===== src/rtl/sysclk_pkg.sv =====
package sysclk_pkg;

  // Clock-control field codes
  typedef enum logic [1:0] {
    CC_MAIN_A  = 2'b00,
    CC_MAIN_B  = 2'b01,
    CC_SUB_RUN = 2'b10,
    CC_SUB_OFF = 2'b11
  } clk_ctl_e;

  // Writable fields of the control register
  typedef struct packed {
    logic       det_off;  // bit 7: detection disable
    logic       frz;      // bit 6: freeze instead of reset
    logic [1:0] ps;       // bits 3:2: prescale code
    logic [1:0] cc;       // bits 1:0: clock-control code
  } ctrl_t;

  localparam ctrl_t CTRL_RESET = '0;

endpackage


===== src/rtl/sysclk_regfile.sv =====
module sysclk_regfile
  import sysclk_pkg::*;
#(
  parameter int                ADDR_W   = 8,
  parameter logic [ADDR_W-1:0] REG_ADDR = 8'hF5
) (
  input  logic              clk,
  input  logic              rst,
  input  logic              wr_en,
  input  logic              rd_en,
  input  logic [ADDR_W-1:0] addr,
  input  logic [7:0]        wdata,
  input  logic              flag_hi,
  input  logic              flag_lo,
  output ctrl_t             ctrl,
  output logic [7:0]        rdata
);

  logic hit;
  logic unused_flag_bits;

  assign hit = (addr == REG_ADDR);

  // Bits 5:4 of a write are deliberately dropped (read-only flags)
  assign unused_flag_bits = ^wdata[5:4];

  always_ff @(posedge clk) begin
    if (rst) begin
      ctrl <= CTRL_RESET;
    end else if (wr_en && hit) begin
      ctrl.det_off <= wdata[7];
      ctrl.frz     <= wdata[6];
      ctrl.ps      <= wdata[3:2];
      ctrl.cc      <= wdata[1:0];
    end
  end

  always_ff @(posedge clk) begin
    if (rst) begin
      rdata <= 8'h00;
    end else if (rd_en && hit) begin
      rdata <= {ctrl.det_off, ctrl.frz, flag_lo, flag_hi, ctrl.ps, ctrl.cc};
    end else begin
      rdata <= 8'h00;
    end
  end

endmodule


===== src/rtl/sysclk_divider.sv =====
module sysclk_divider #(
  parameter int DIV_A = 2,
  parameter int DIV_B = 8,
  parameter int DIV_C = 16,
  parameter int DIV_D = 64
) (
  input  logic       clk,
  input  logic       rst,
  input  logic       main_tick,
  input  logic       sub_tick,
  input  logic       pend_sub,
  input  logic [1:0] pend_ps,
  output logic       sys_ce,
  output logic       act_sub,
  output logic [1:0] act_ps
);

  // DIV_D is the largest ratio and sizes the counter
  localparam int CNT_W = $clog2(DIV_D);
  localparam logic [CNT_W-1:0] LIM_A = CNT_W'(DIV_A - 1);
  localparam logic [CNT_W-1:0] LIM_B = CNT_W'(DIV_B - 1);
  localparam logic [CNT_W-1:0] LIM_C = CNT_W'(DIV_C - 1);
  localparam logic [CNT_W-1:0] LIM_D = CNT_W'(DIV_D - 1);

  logic [CNT_W-1:0] cnt;
  logic [CNT_W-1:0] lim;
  logic             tick;
  logic             wrap;

  always_comb begin
    case (act_ps)
      2'd0:    lim = LIM_A;
      2'd1:    lim = LIM_B;
      2'd2:    lim = LIM_C;
      default: lim = LIM_D;
    endcase
  end

  assign tick = act_sub ? sub_tick : main_tick;
  assign wrap = tick && (cnt == lim);

  // Active settings reload only on a period boundary
  always_ff @(posedge clk) begin
    if (rst) begin
      cnt     <= '0;
      sys_ce  <= 1'b0;
      act_sub <= 1'b0;
      act_ps  <= 2'd0;
    end else begin
      sys_ce <= wrap;
      if (wrap) begin
        cnt     <= '0;
        act_sub <= pend_sub;
        act_ps  <= pend_ps;
      end else if (tick) begin
        cnt <= cnt + 1'b1;
      end
    end
  end

endmodule


===== src/rtl/sysclk_vdet.sv =====
module sysclk_vdet #(
  parameter int SYNC_STAGES = 2,
  parameter int HOLD_CE     = 2
) (
  input  logic clk,
  input  logic rst,
  input  logic vdet_hi,
  input  logic vdet_lo,
  input  logic det_off,
  input  logic frz,
  input  logic sys_ce,
  output logic flag_hi,
  output logic flag_lo,
  output logic sys_rst_req,
  output logic freeze_req
);

  localparam int HOLD_W = $clog2(HOLD_CE + 1);
  localparam logic [HOLD_W-1:0] HOLD_LAST = HOLD_W'(HOLD_CE - 1);

  logic [SYNC_STAGES-1:0] hi_sync;
  logic [SYNC_STAGES-1:0] lo_sync;
  logic [HOLD_W-1:0]      hold_cnt;
  logic                   rst_trig;

  generate
    if (SYNC_STAGES == 1) begin : g_sync_one
      always_ff @(posedge clk) begin
        if (rst) begin
          hi_sync <= '0;
          lo_sync <= '0;
        end else begin
          hi_sync <= vdet_hi;
          lo_sync <= vdet_lo;
        end
      end
    end else begin : g_sync_chain
      always_ff @(posedge clk) begin
        if (rst) begin
          hi_sync <= '0;
          lo_sync <= '0;
        end else begin
          hi_sync <= {hi_sync[SYNC_STAGES-2:0], vdet_hi};
          lo_sync <= {lo_sync[SYNC_STAGES-2:0], vdet_lo};
        end
      end
    end
  endgenerate

  assign flag_hi  = !det_off && hi_sync[SYNC_STAGES-1];
  assign flag_lo  = !det_off && lo_sync[SYNC_STAGES-1];
  assign rst_trig = flag_lo && !frz;

  always_ff @(posedge clk) begin
    if (rst) begin
      freeze_req <= 1'b0;
    end else begin
      freeze_req <= flag_lo && frz;
    end
  end

  always_ff @(posedge clk) begin
    if (rst) begin
      sys_rst_req <= 1'b0;
      hold_cnt    <= '0;
    end else if (rst_trig) begin
      sys_rst_req <= 1'b1;
      hold_cnt    <= '0;
    end else if (sys_rst_req && sys_ce) begin
      if (hold_cnt == HOLD_LAST) begin
        sys_rst_req <= 1'b0;
        hold_cnt    <= '0;
      end else begin
        hold_cnt <= hold_cnt + 1'b1;
      end
    end
  end

endmodule


===== src/rtl/sysclk_mode_ctrl.sv =====
module sysclk_mode_ctrl
  import sysclk_pkg::*;
#(
  parameter int                ADDR_W      = 8,
  parameter logic [ADDR_W-1:0] REG_ADDR    = 8'hF5,
  parameter int                DIV_A       = 2,
  parameter int                DIV_B       = 8,
  parameter int                DIV_C       = 16,
  parameter int                DIV_D       = 64,
  parameter int                SYNC_STAGES = 2,
  parameter int                HOLD_CE     = 2
) (
  input  logic              clk,
  input  logic              rst,
  input  logic              main_tick,
  input  logic              sub_tick,
  input  logic              vdet_hi,
  input  logic              vdet_lo,
  input  logic              wr_en,
  input  logic              rd_en,
  input  logic [ADDR_W-1:0] addr,
  input  logic [7:0]        wdata,
  output logic [7:0]        rdata,
  output logic              sys_ce,
  output logic              main_osc_en,
  output logic              sys_rst_req,
  output logic              freeze_req
);

  ctrl_t      ctrl;
  logic       flag_hi;
  logic       flag_lo;
  logic       act_sub;
  logic [1:0] act_ps;

  sysclk_regfile #(
    .ADDR_W  (ADDR_W),
    .REG_ADDR(REG_ADDR)
  ) regs_i (
    .clk    (clk),
    .rst    (rst),
    .wr_en  (wr_en),
    .rd_en  (rd_en),
    .addr   (addr),
    .wdata  (wdata),
    .flag_hi(flag_hi),
    .flag_lo(flag_lo),
    .ctrl   (ctrl),
    .rdata  (rdata)
  );

  sysclk_divider #(
    .DIV_A(DIV_A),
    .DIV_B(DIV_B),
    .DIV_C(DIV_C),
    .DIV_D(DIV_D)
  ) div_i (
    .clk      (clk),
    .rst      (rst),
    .main_tick(main_tick),
    .sub_tick (sub_tick),
    .pend_sub (ctrl.cc[1]),
    .pend_ps  (ctrl.ps),
    .sys_ce   (sys_ce),
    .act_sub  (act_sub),
    .act_ps   (act_ps)
  );

  sysclk_vdet #(
    .SYNC_STAGES(SYNC_STAGES),
    .HOLD_CE    (HOLD_CE)
  ) vdet_i (
    .clk        (clk),
    .rst        (rst),
    .vdet_hi    (vdet_hi),
    .vdet_lo    (vdet_lo),
    .det_off    (ctrl.det_off),
    .frz        (ctrl.frz),
    .sys_ce     (sys_ce),
    .flag_hi    (flag_hi),
    .flag_lo    (flag_lo),
    .sys_rst_req(sys_rst_req),
    .freeze_req (freeze_req)
  );

  // The oscillator stops only once the sub clock is actually in use
  always_ff @(posedge clk) begin
    if (rst) begin
      main_osc_en <= 1'b1;
    end else begin
      main_osc_en <= !((ctrl.cc == CC_SUB_OFF) && act_sub);
    end
  end

endmodule


===== config.mk =====
export PLATFORM = sky130hd
export DESIGN_NAME = sysclk_mode_ctrl
export DESIGN_NICKNAME = d
export VERILOG_FILES = /design/src/rtl/sysclk_pkg.sv /design/src/rtl/sysclk_regfile.sv /design/src/rtl/sysclk_divider.sv /design/src/rtl/sysclk_vdet.sv /design/src/rtl/sysclk_mode_ctrl.sv
export SDC_FILE = /design/constraint.sdc
export NUM_CORES = 1
export LEC_CHECK = 0
export BUFFER_PORTS_ARGS = -buffer_cell sky130_fd_sc_hd__buf_2
export CORE_MARGIN = 2
export CORE_UTILIZATION = 53
export DETAILED_ROUTE_END_ITERATION = 10
export PLACE_DENSITY = 0.81
export SKIP_LAST_GASP = 1
export SYNTH_ARGS = -nofsm -noshare
export SYNTH_HDL_FRONTEND = slang
export SYNTH_SLANG_ARGS = --single-unit

===== constraint.sdc =====
create_clock -name clk -period 3.1 [get_ports clk]
set_clock_uncertainty 0.05 [all_clocks]
set_input_delay 0.31 -clock clk [delete_from_list [all_inputs] [get_ports clk]]
set_output_delay 0.31 -clock clk [all_outputs]
set_load 0.01 [all_outputs]

==> After elaboration in Yosys (flattened, before gate mapping) <==
Cells that the tools add are included.
W data, S select, Z words.
{ "classes": {"addsub": 2, "multipliers": 0, "div_mod_pow": 0, "magnitude_cmp": 0, "eq_ne": 6, "shift": 0, "mux": 6, "bitwise": 1, "n_reduce_logical": 19} }
{ "op_table": {"columns": ["operator", "count"], "rows": [
  ["$pmux W6 S3", 1],
  ["$logic_and A1 B1 Y1", 9],
  ["$eq A8 B8 Y1 const B", 1],
  ["$add A6 B1 Y6 const B", 1],
  ["$eq A6 B6 Y1", 1],
  ["$reduce_or A2 Y1", 3],
  ["$eq A2 B1 Y1 const B", 2],
  ["$eq A2 B2 Y1 const B", 2],
  ["$mux W1", 4],
  ["$reduce_bool A2 Y1", 2],
  ["$logic_not A1 Y1", 3],
  ["$add A2 B1 Y2 const B", 1],
  ["$logic_not A2 Y1", 1],
  ["$mux W2", 1],
  ["$reduce_and A2 Y1", 1],
  ["$not A1 Y1", 1]
]} }
{ "word_totals": {"regBits": 33, "latchBits": 0, "ramBits": 0, "rom_bits": 0, "inputBits": 24, "out_inout_bits": 12, "elab_cells": 49, "memories": 0} }

==> Longest topological paths before layout <==
Gate-level depths: netlist of run 1.
{ "depth": {"ltp_word": 5, "depth_mapped": 4, "mapped_depth_nobuf": 4} }

==> By module <==
From an unflattened synthesis of run 1, not the netlist that was laid out.
{ "hier_totals": {"hier_cells": 125, "hier_area_um2": 1420.1} }
{ "by_module_without_submodules": {"columns": ["mod", "n_inst", "cells_each", "area_each_um2", "seq_area_each_um2"], "rows": [
  ["sysclk_regfile", 1, 46, 574.3, 280.3],
  ["sysclk_divider", 1, 52, 523.0, 200.2],
  ["sysclk_vdet", 1, 25, 294.0, 160.2],
  ["sysclk_mode_ctrl", 1, 2, 28.8, 20.0]
]} }

==> Worst setup path before layout of run 1 <==
OpenSTA, ideal clock, no wires.
{ "synth_timing": {"path_type": "register -> register", "from": "register div_i.cnt[5]", "to": "register div_i.act_ps[0]", "arrival_ns": 1.446, "required_time_ns": 2.978, "path_slack_ns": 1.532, "stages_incl_launch_ff": 4, "n_path_buf": 0, "path_cell_list": "dfxtp_1 > or4_4 > a211oi_4 > mux2i_1"} }
{ "synth_via": {"elab_chain_cells": 2} }
{ "synth_lines": {"columns": ["item", "line_no", "rtl"], "rows": [
  ["start: declaration", "sysclk_divider.sv:25", "logic [CNT_W-1:0] cnt;"],
  ["start signal: assignment", "sysclk_divider.sv:56", "cnt <= cnt + 1'b1;"],
  ["$eq A6 B6 Y1", "sysclk_divider.sv:40", "assign wrap = tick && (cnt == lim);"],
  ["$logic_and A1 B1 Y1", "sysclk_divider.sv:40", null],
  ["end signal: assignment", "sysclk_divider.sv:54", "act_ps <= pend_ps;"],
  ["end: declaration", "sysclk_divider.sv:15", "output logic [1:0] act_ps"]
]} }
No other way between the ends.
A chain may end at the register's enable or synchronous reset.

==> Worst setup path in the final report of run 1 <==
{ "layout_timing": {"from": "register div_i.cnt[3]", "to": "register div_i.act_ps[0]"} }
Same word-level chain as after synthesis.

==> results of run 1 <==
==> state kept, by name, indices dropped and copies added (netlist names) <==
| name | count |
|---|---|
| div_i.act_ps | 2 |
| div_i.act_sub | 1 |
| div_i.cnt | 6 |
| div_i.sys_ce | 1 |
| main_osc_en | 1 |
| regs_i.ctrl | 6 |
| regs_i.rdata | 8 |
| vdet_i.freeze_req | 1 |
| vdet_i.hi_sync | 2 |
| vdet_i.hold_cnt | 2 |
| vdet_i.lo_sync | 2 |
| vdet_i.sys_rst_req | 1 |
==> kinds of logic after synthesis <==
logic type	after synthesis	synth area share, %
compound gates	4	3.147
mux	11	9.036
simple gates	59	28.02
fa+ha+maj	1	1.015
xor+xnor	6	4.264
buf+inv	3	0.9136
flops	33	53.60
==> final timing paths <==
path	end	depth (start not counted)
setup / recovery	div_i.act_ps[0]	3
hold / removal	vdet_i.lo_sync[0]	2
setup reg to reg	div_i.act_ps[0]	3
hold reg to reg	vdet_i.hold_cnt[1]	2
==> placed cells by master, fill, tap and decap left out, drive strengths merged <==
| cell type | netlist | routed |
|---|---|---|
| and4 | 1 | 1 |
| xnor2 | 1 | 1 |
| nor2 | 10 | 10 |
| and3b | 1 | 1 |
| or4 | 1 | 1 |
| dfxtp | 33 | 33 |
| a211oi | 1 | 1 |
| nand4b | 1 | 1 |
| nand3b | 1 | 1 |
| nor2b | 7 | 7 |
| clkbuf | 3 | 7 |
| nand3 | 3 | 3 |
| nor3b | 1 | 1 |
| buf | 0 | 33 |
| nand4 | 2 | 2 |
| nand2b | 7 | 7 |
| and3 | 2 | 2 |
| o21ai | 1 | 1 |
| xor2 | 5 | 5 |
| clkinv | 0 | 1 |
| and2 | 9 | 9 |
| mux2 | 1 | 1 |
| and4b | 1 | 1 |
| a21oi | 1 | 1 |
| ha | 1 | 1 |
| o311ai | 1 | 1 |
| nor3 | 8 | 8 |
| nand2 | 3 | 3 |
| mux2i | 10 | 10 |
| nor4bb | 1 | 1 |
==> layout make-up <==
type / count / area, um2
Multi-Input combinational cell: 81 / 560.5
Timing Repair Buffer: 33 / 165.2
Fill cell: 188 / 720.7
Clock buffer: 7 / 65.06
Tap cell: 28 / 35.03
Sequential cell: 33 / 660.6
Clock inverter: 1 / 5.005
==> power groups by stage <==
stage | Clock (mW) | Combinational (mW) | Sequential (mW)
after floorplan | 0 | 0.0235 | 0.445
after global placement | 0 | 0.0395 | 0.445
after detailed placement | 0 | 0.0414 | 0.446
after CTS | 0.277 | 0.0417 | 0.436
after global routing | 0.295 | 0.0464 | 0.437
final | 0.269 | 0.0409 | 0.436
==> layer usage <==
| layer | vias to the layer above | routed length, um | global-route usage [%] |
|---|---|---|---|
| met5 | - | 0 | 0 |
| met4 | 0 | 18 | 6.838 |
| met3 | 3 | 137 | 9.429 |
| met1 | 420 | 927 | 21.09 |
| met2 | 22 | 1082 | 32.28 |
| li1 | 475 | - | - |
==> metrics by stage <==
step                power [mW]  instances  setup slack [ns]  util [%]  cell area (um2)
detailed placement      0.4869        175             1.387     64.25             1421
global route            0.7777        183             1.212     67.42             1491
CTS                     0.7549        183             1.350     67.42             1491
floorplan               0.4683        117             1.532         -             1232
global placement        0.4846        175             1.405     64.25             1421
finish                  0.7458        183             1.362     67.42             1491
==> flow_summary.yaml, run 1 <==
run_status:
  status: "finished, final reports clean"
power:
  combPwrFrac_pct: 5.5
  p_sw_mw: 0.1628
  internal-power_mw: 0.5830
  switching_share_pct: 21.82
  clkPwrFrac_pct: 36.1
  power_density_mw_per_mm2: 500.1
  leakagePower_nw: 0.6840
  p_seq_share_pct: 58.4
  vdd_ir_drop_max_mv: 0.4112
drt:
  post_drt_wl_per_cell_um: 11.83
  ant_nets: 0
  drc: 0
  drt-initial-drc-count: 9
  via_per_inst: 5.027
  routed_wl_mm: 2.165
  first_pass_iters: 4
  vias: 920
worst_setup_path:
  critPathKind: "reg -> reg"
  crit_chain: "or4_4 -> a211oi_4 -> mux2i_1"
  startpoint: "div_i.cnt[3]"
  crit_arrival_ns: 1.95
  worstPathMaxFanout: 9
  worst_path_dominant_cell_family: "simple AND/OR/NAND/NOR gates"
  critPathBufInv: 0
  max_stage_delay_ns: 0.54
  r2r-start: "div_i.cnt[3]"
  cpMaxStageDelayCell: "or4_4"
  critPathLaunchType: "register"
  critical_path_required_ns: 3.31
  cp-end-kind: "register"
  r2r_setup_slack_ns: 1.36
sta:
  slew_headroom_pct: 66.95
  worst_slew_pin_slew_ns: 0.4941
  fin_hold_ws_ns: 0.1374
  final_max_slew_viol_count: 0
  hold_viol_final: 0
  setup_viol: 0
  period_needed_ns: 1.738
  setup_tns_ns: 0
  period_share_pct: 56.07
  grt_setup_unrepaired: "no"
  fmax_mhz: 575.4
clocking:
  cts_tree: "done"
  clockRootBuffer: "clkbuf_4"
  cts_max_path_buffers: 2
  cts.htree.levels: 2
  postCtsHoldBufs: 0
  clock_latency_ns: 0.33
  cts_setup_buffers: 0
  clock_sinks: 33
  cts.repair.resized: 0
  clkTransAtPathRegs_ns: 0.10
  cts_buffers: 5
floorplanning:
  start_util_pct: 55.71
  rows: 17
  core_area_mm2: 0.002212
  dieArea_mm2: 0.002727
  die_x_um: 52.22
  die_h_um: 52.22
  io_pins: 36
global_route:
  track_usage_pct: 19.27
  grt_antenna_before_repair: 0
  grt_pass1_wl_mm: 3.760
  grt_pass1_vias: 886
  grt_max_degree: 30
  grt-ovfl-total: 0
layout:
  fin_nets: 179
  syn_to_final_growth_pct: 21.02
  n_antenna_cell: 0
  layout-drive-gt1-share_pct: 28.39
yosys:
  synthTopCellsByArea: "dfxtp_1 54%, mux2i_1 8.1%, and2_1 4.6%"
  synth_top_cell_area_share_pct: 53.60
  yosysMostFrequentCell: "dfxtp_1"
  ys_warn_count: 0
  synth-seq-cells: 33
  synthArstFlopShare_pct: 0
  avgSynthCellArea_um2: 10.53
  syn_inst: 117
  yosysUniqueCellTypes: 28
  synth_edf_count: 0
  synth_largest_area_cell: "dfxtp_1"
  seq_area_frac_synth_pct: 53.60
  syn_nets: 142
  synthesis.area_mm2: 0.001232
  synth_commonest_cells: "33 x dfxtp_1, 10 x mux2i_1, 10 x nor2_1, 9 x and2_1, 8 x nor3_1"
  synthFlopType: "dfxtp_1"
placement:
  io_buffers: 33
  hpwl_mm: 1.572
  place_congestion: 0.7812
run:
  cap_violations: 0
worst_hold_path:
  min_from: "vdet_lo"
  hp-class: "in -> reg"
(Power assumes the default switching activity.)
==> inputs of run 2 (changes only) <==
Settings changed: CORE_UTILIZATION 53 to 49, PLACE_DENSITY 0.81 to 0.76.
Clock period 3.1 ns to 1.8 ns, I/O delays scaled along.
==> run 2 against run 1 <==
Against the previous run:
- global-route usage fell by 2.4 points
- register-to-register slack got worse by 1.1 ns
- power increased by 87%
- fmax rose by 9.5%
- utilization shrank 4.4 points
- count of clock-buffer cells in the layout did not move
- critical path depth grew 1
- wire length shrank 0.79%
- highest routed layer unchanged
==> flow_summary.yaml, run 2 (same netlist as run 1, synthesis figures left out) <==
drt:
  first_pass_iters: 4
  drt-initial-drc-count: 16
  vias: 915
  post_drt_wl_per_cell_um: 11.43
  routed_wl_mm: 2.148
  via_per_inst: 4.867
  drc: 0
  ant_nets: 0
clocking:
  clock_sinks: 33
  clockRootBuffer: "clkbuf_4"
  cts_setup_buffers: 0
  cts_max_path_buffers: 2
  clkTransAtPathRegs_ns: 0.10
  cts_buffers: 5
  clock_latency_ns: 0.33
  cts_tree: "done"
  cts.htree.levels: 2
run:
  cap_violations: 0
floorplanning:
  core_area_mm2: 0.002432
  dieArea_mm2: 0.002932
  io_pins: 36
  die_h_um: 54.15
  die_x_um: 54.15
  start_util_pct: 50.67
  rows: 18
worst_hold_path:
  hp-class: "in -> reg"
  hold_depth: 2
  min_from: "vdet_lo"
  worstHoldEndpoint: "vdet_i.lo_sync[0]"
placement:
  io_buffers: 33
  placed_area_mm2: 0.001439
  place_ws_ns: 0.2239
  dp_cells: 179
  place_congestion: 0.7873
  hpwl_mm: 1.568
layout:
  mostFrequentLayoutCells: "33 x dfxtp_1, 33 x buf_2, 10 x nor2_1, 10 x mux2i_1, 9 x and2_1"
  stdcell_count: 188
  n_antenna_cell: 0
  top_register: "regs_i.rdata"
  final_util_pct: 63.07
  postLayoutCellArea_mm2: 0.001534
  layout-drive-gt1-share_pct: 28.48
  reg_top3: "regs_i.rdata (8), div_i.cnt (6), regs_i.ctrl (6)"
  largest_reg_flops: 8
  syn_to_final_growth_pct: 24.47
  fin_nets: 182
worst_setup_path:
  cpMaxStageDelayCell: "or4_4"
  worstPathMaxFanout: 6
  r2r-end: "div_i.act_ps[1]"
  r2r_cells: 4
  critPathLaunchType: "register"
  critical_path_required_ns: 2.01
  max_stage_delay_ns: 0.54
  critPathKind: "reg -> reg"
  r2r-start: "div_i.cnt[3]"
  crit_chain: "or4_4 -> a211oi_4 -> buf_4 -> mux2i_1"
  r2r_setup_slack_ns: 0.21
  cp-end-kind: "register"
  crit_arrival_ns: 1.80
  startpoint: "div_i.cnt[3]"
run_status:
  status: "finished, final reports clean"
sta:
  worst_slack_ns: 0.2124
  hold_viol_final: 0
  period_needed_ns: 1.588
  grt_setup_unrepaired: "no"
  setup_viol: 0
  slew_headroom_pct: 69.83
  final_max_slew_viol_count: 0
  setup_tns_ns: 0
  worst_slew_pin_slew_ns: 0.4455
  period_share_pct: 88.20
  fmax_mhz: 629.9
  fin_hold_ws_ns: 0.01838
global_route:
  grt-ovfl-total: 0
  grt_antenna_before_repair: 0
  track_usage_pct: 16.84
  grt_max_degree: 30
  grt_pass1_vias: 805
  grt_pass1_wl_mm: 3.429
power:
  leakagePower_nw: 0.7031
  power.total_mw: 1.398
  power_density_mw_per_mm2: 911.5
  vdd_ir_drop_max_mv: 0.6828
## run 2: cell types whose count changed in the layout (fill, tap and decap cells not counted), sizes merged
cell,previous run,this run
bufinv,0,1
dlygate4sd3,0,1
buf,33,35
clkinv,1,0
## run 2: routing by layer
| layer | up-vias | GRT usage (%) | wire (um) |
|---|---|---|---|
| met2 | 20 | 25.10 | 1062 |
| met5 | - | 0 | 0 |
| li1 | 477 | - | - |
| met3 | 4 | 5.000 | 94 |
| met1 | 414 | 19.90 | 953 |
| met4 | 0 | 13.33 | 38 |
## run 2: worst max-delay path: cells and delay by family (launching register included)
| family | cells | cell delay (ns) |
|---|---|---|
| simple gates | 1 | 0.54 |
| flops | 1 | 0.37 |
| compound gates | 1 | 0.22 |
| mux | 1 | 0.18 |
| buf+inv | 1 | 0.16 |
## run 2: worst max-delay path by stage
stage | cells after the start | to | slack (ns)
after detailed placement | 4 | div_i.act_ps[1] | 0.22
after global routing | 4 | div_i.act_ps[1] | 0.13
after CTS | 4 | div_i.act_ps[1] | 0.19
final | 4 | div_i.act_ps[1] | 0.21
after floorplan | 3 | div_i.act_ps[0] | 0.23
after global placement | 4 | div_i.act_ps[1] | 0.26
## run 2: power by group
group	switching [mW]	total [mW]	internal, mW
registers	0.00979	0.751	0.741
clock network	0.240	0.572	0.332
logic	0.0335	0.0756	0.0421
total	0.284	1.40	1.11
## run 2: repair_timing
item / in CTS / in global routing
hold buffers: 1 / 0
gates resized for setup: 0 / 0
hold endpoints to repair: 1 / 0
## run 2: final cells by class
class,count,area [um2]
Sequential cell,33,660.6
Timing Repair Buffer,36,190.2
Fill cell,203,898.4
Clock buffer,7,55.05
Multi-Input combinational cell,81,560.5
Clock inverter,1,30.03
Tap cell,30,37.54
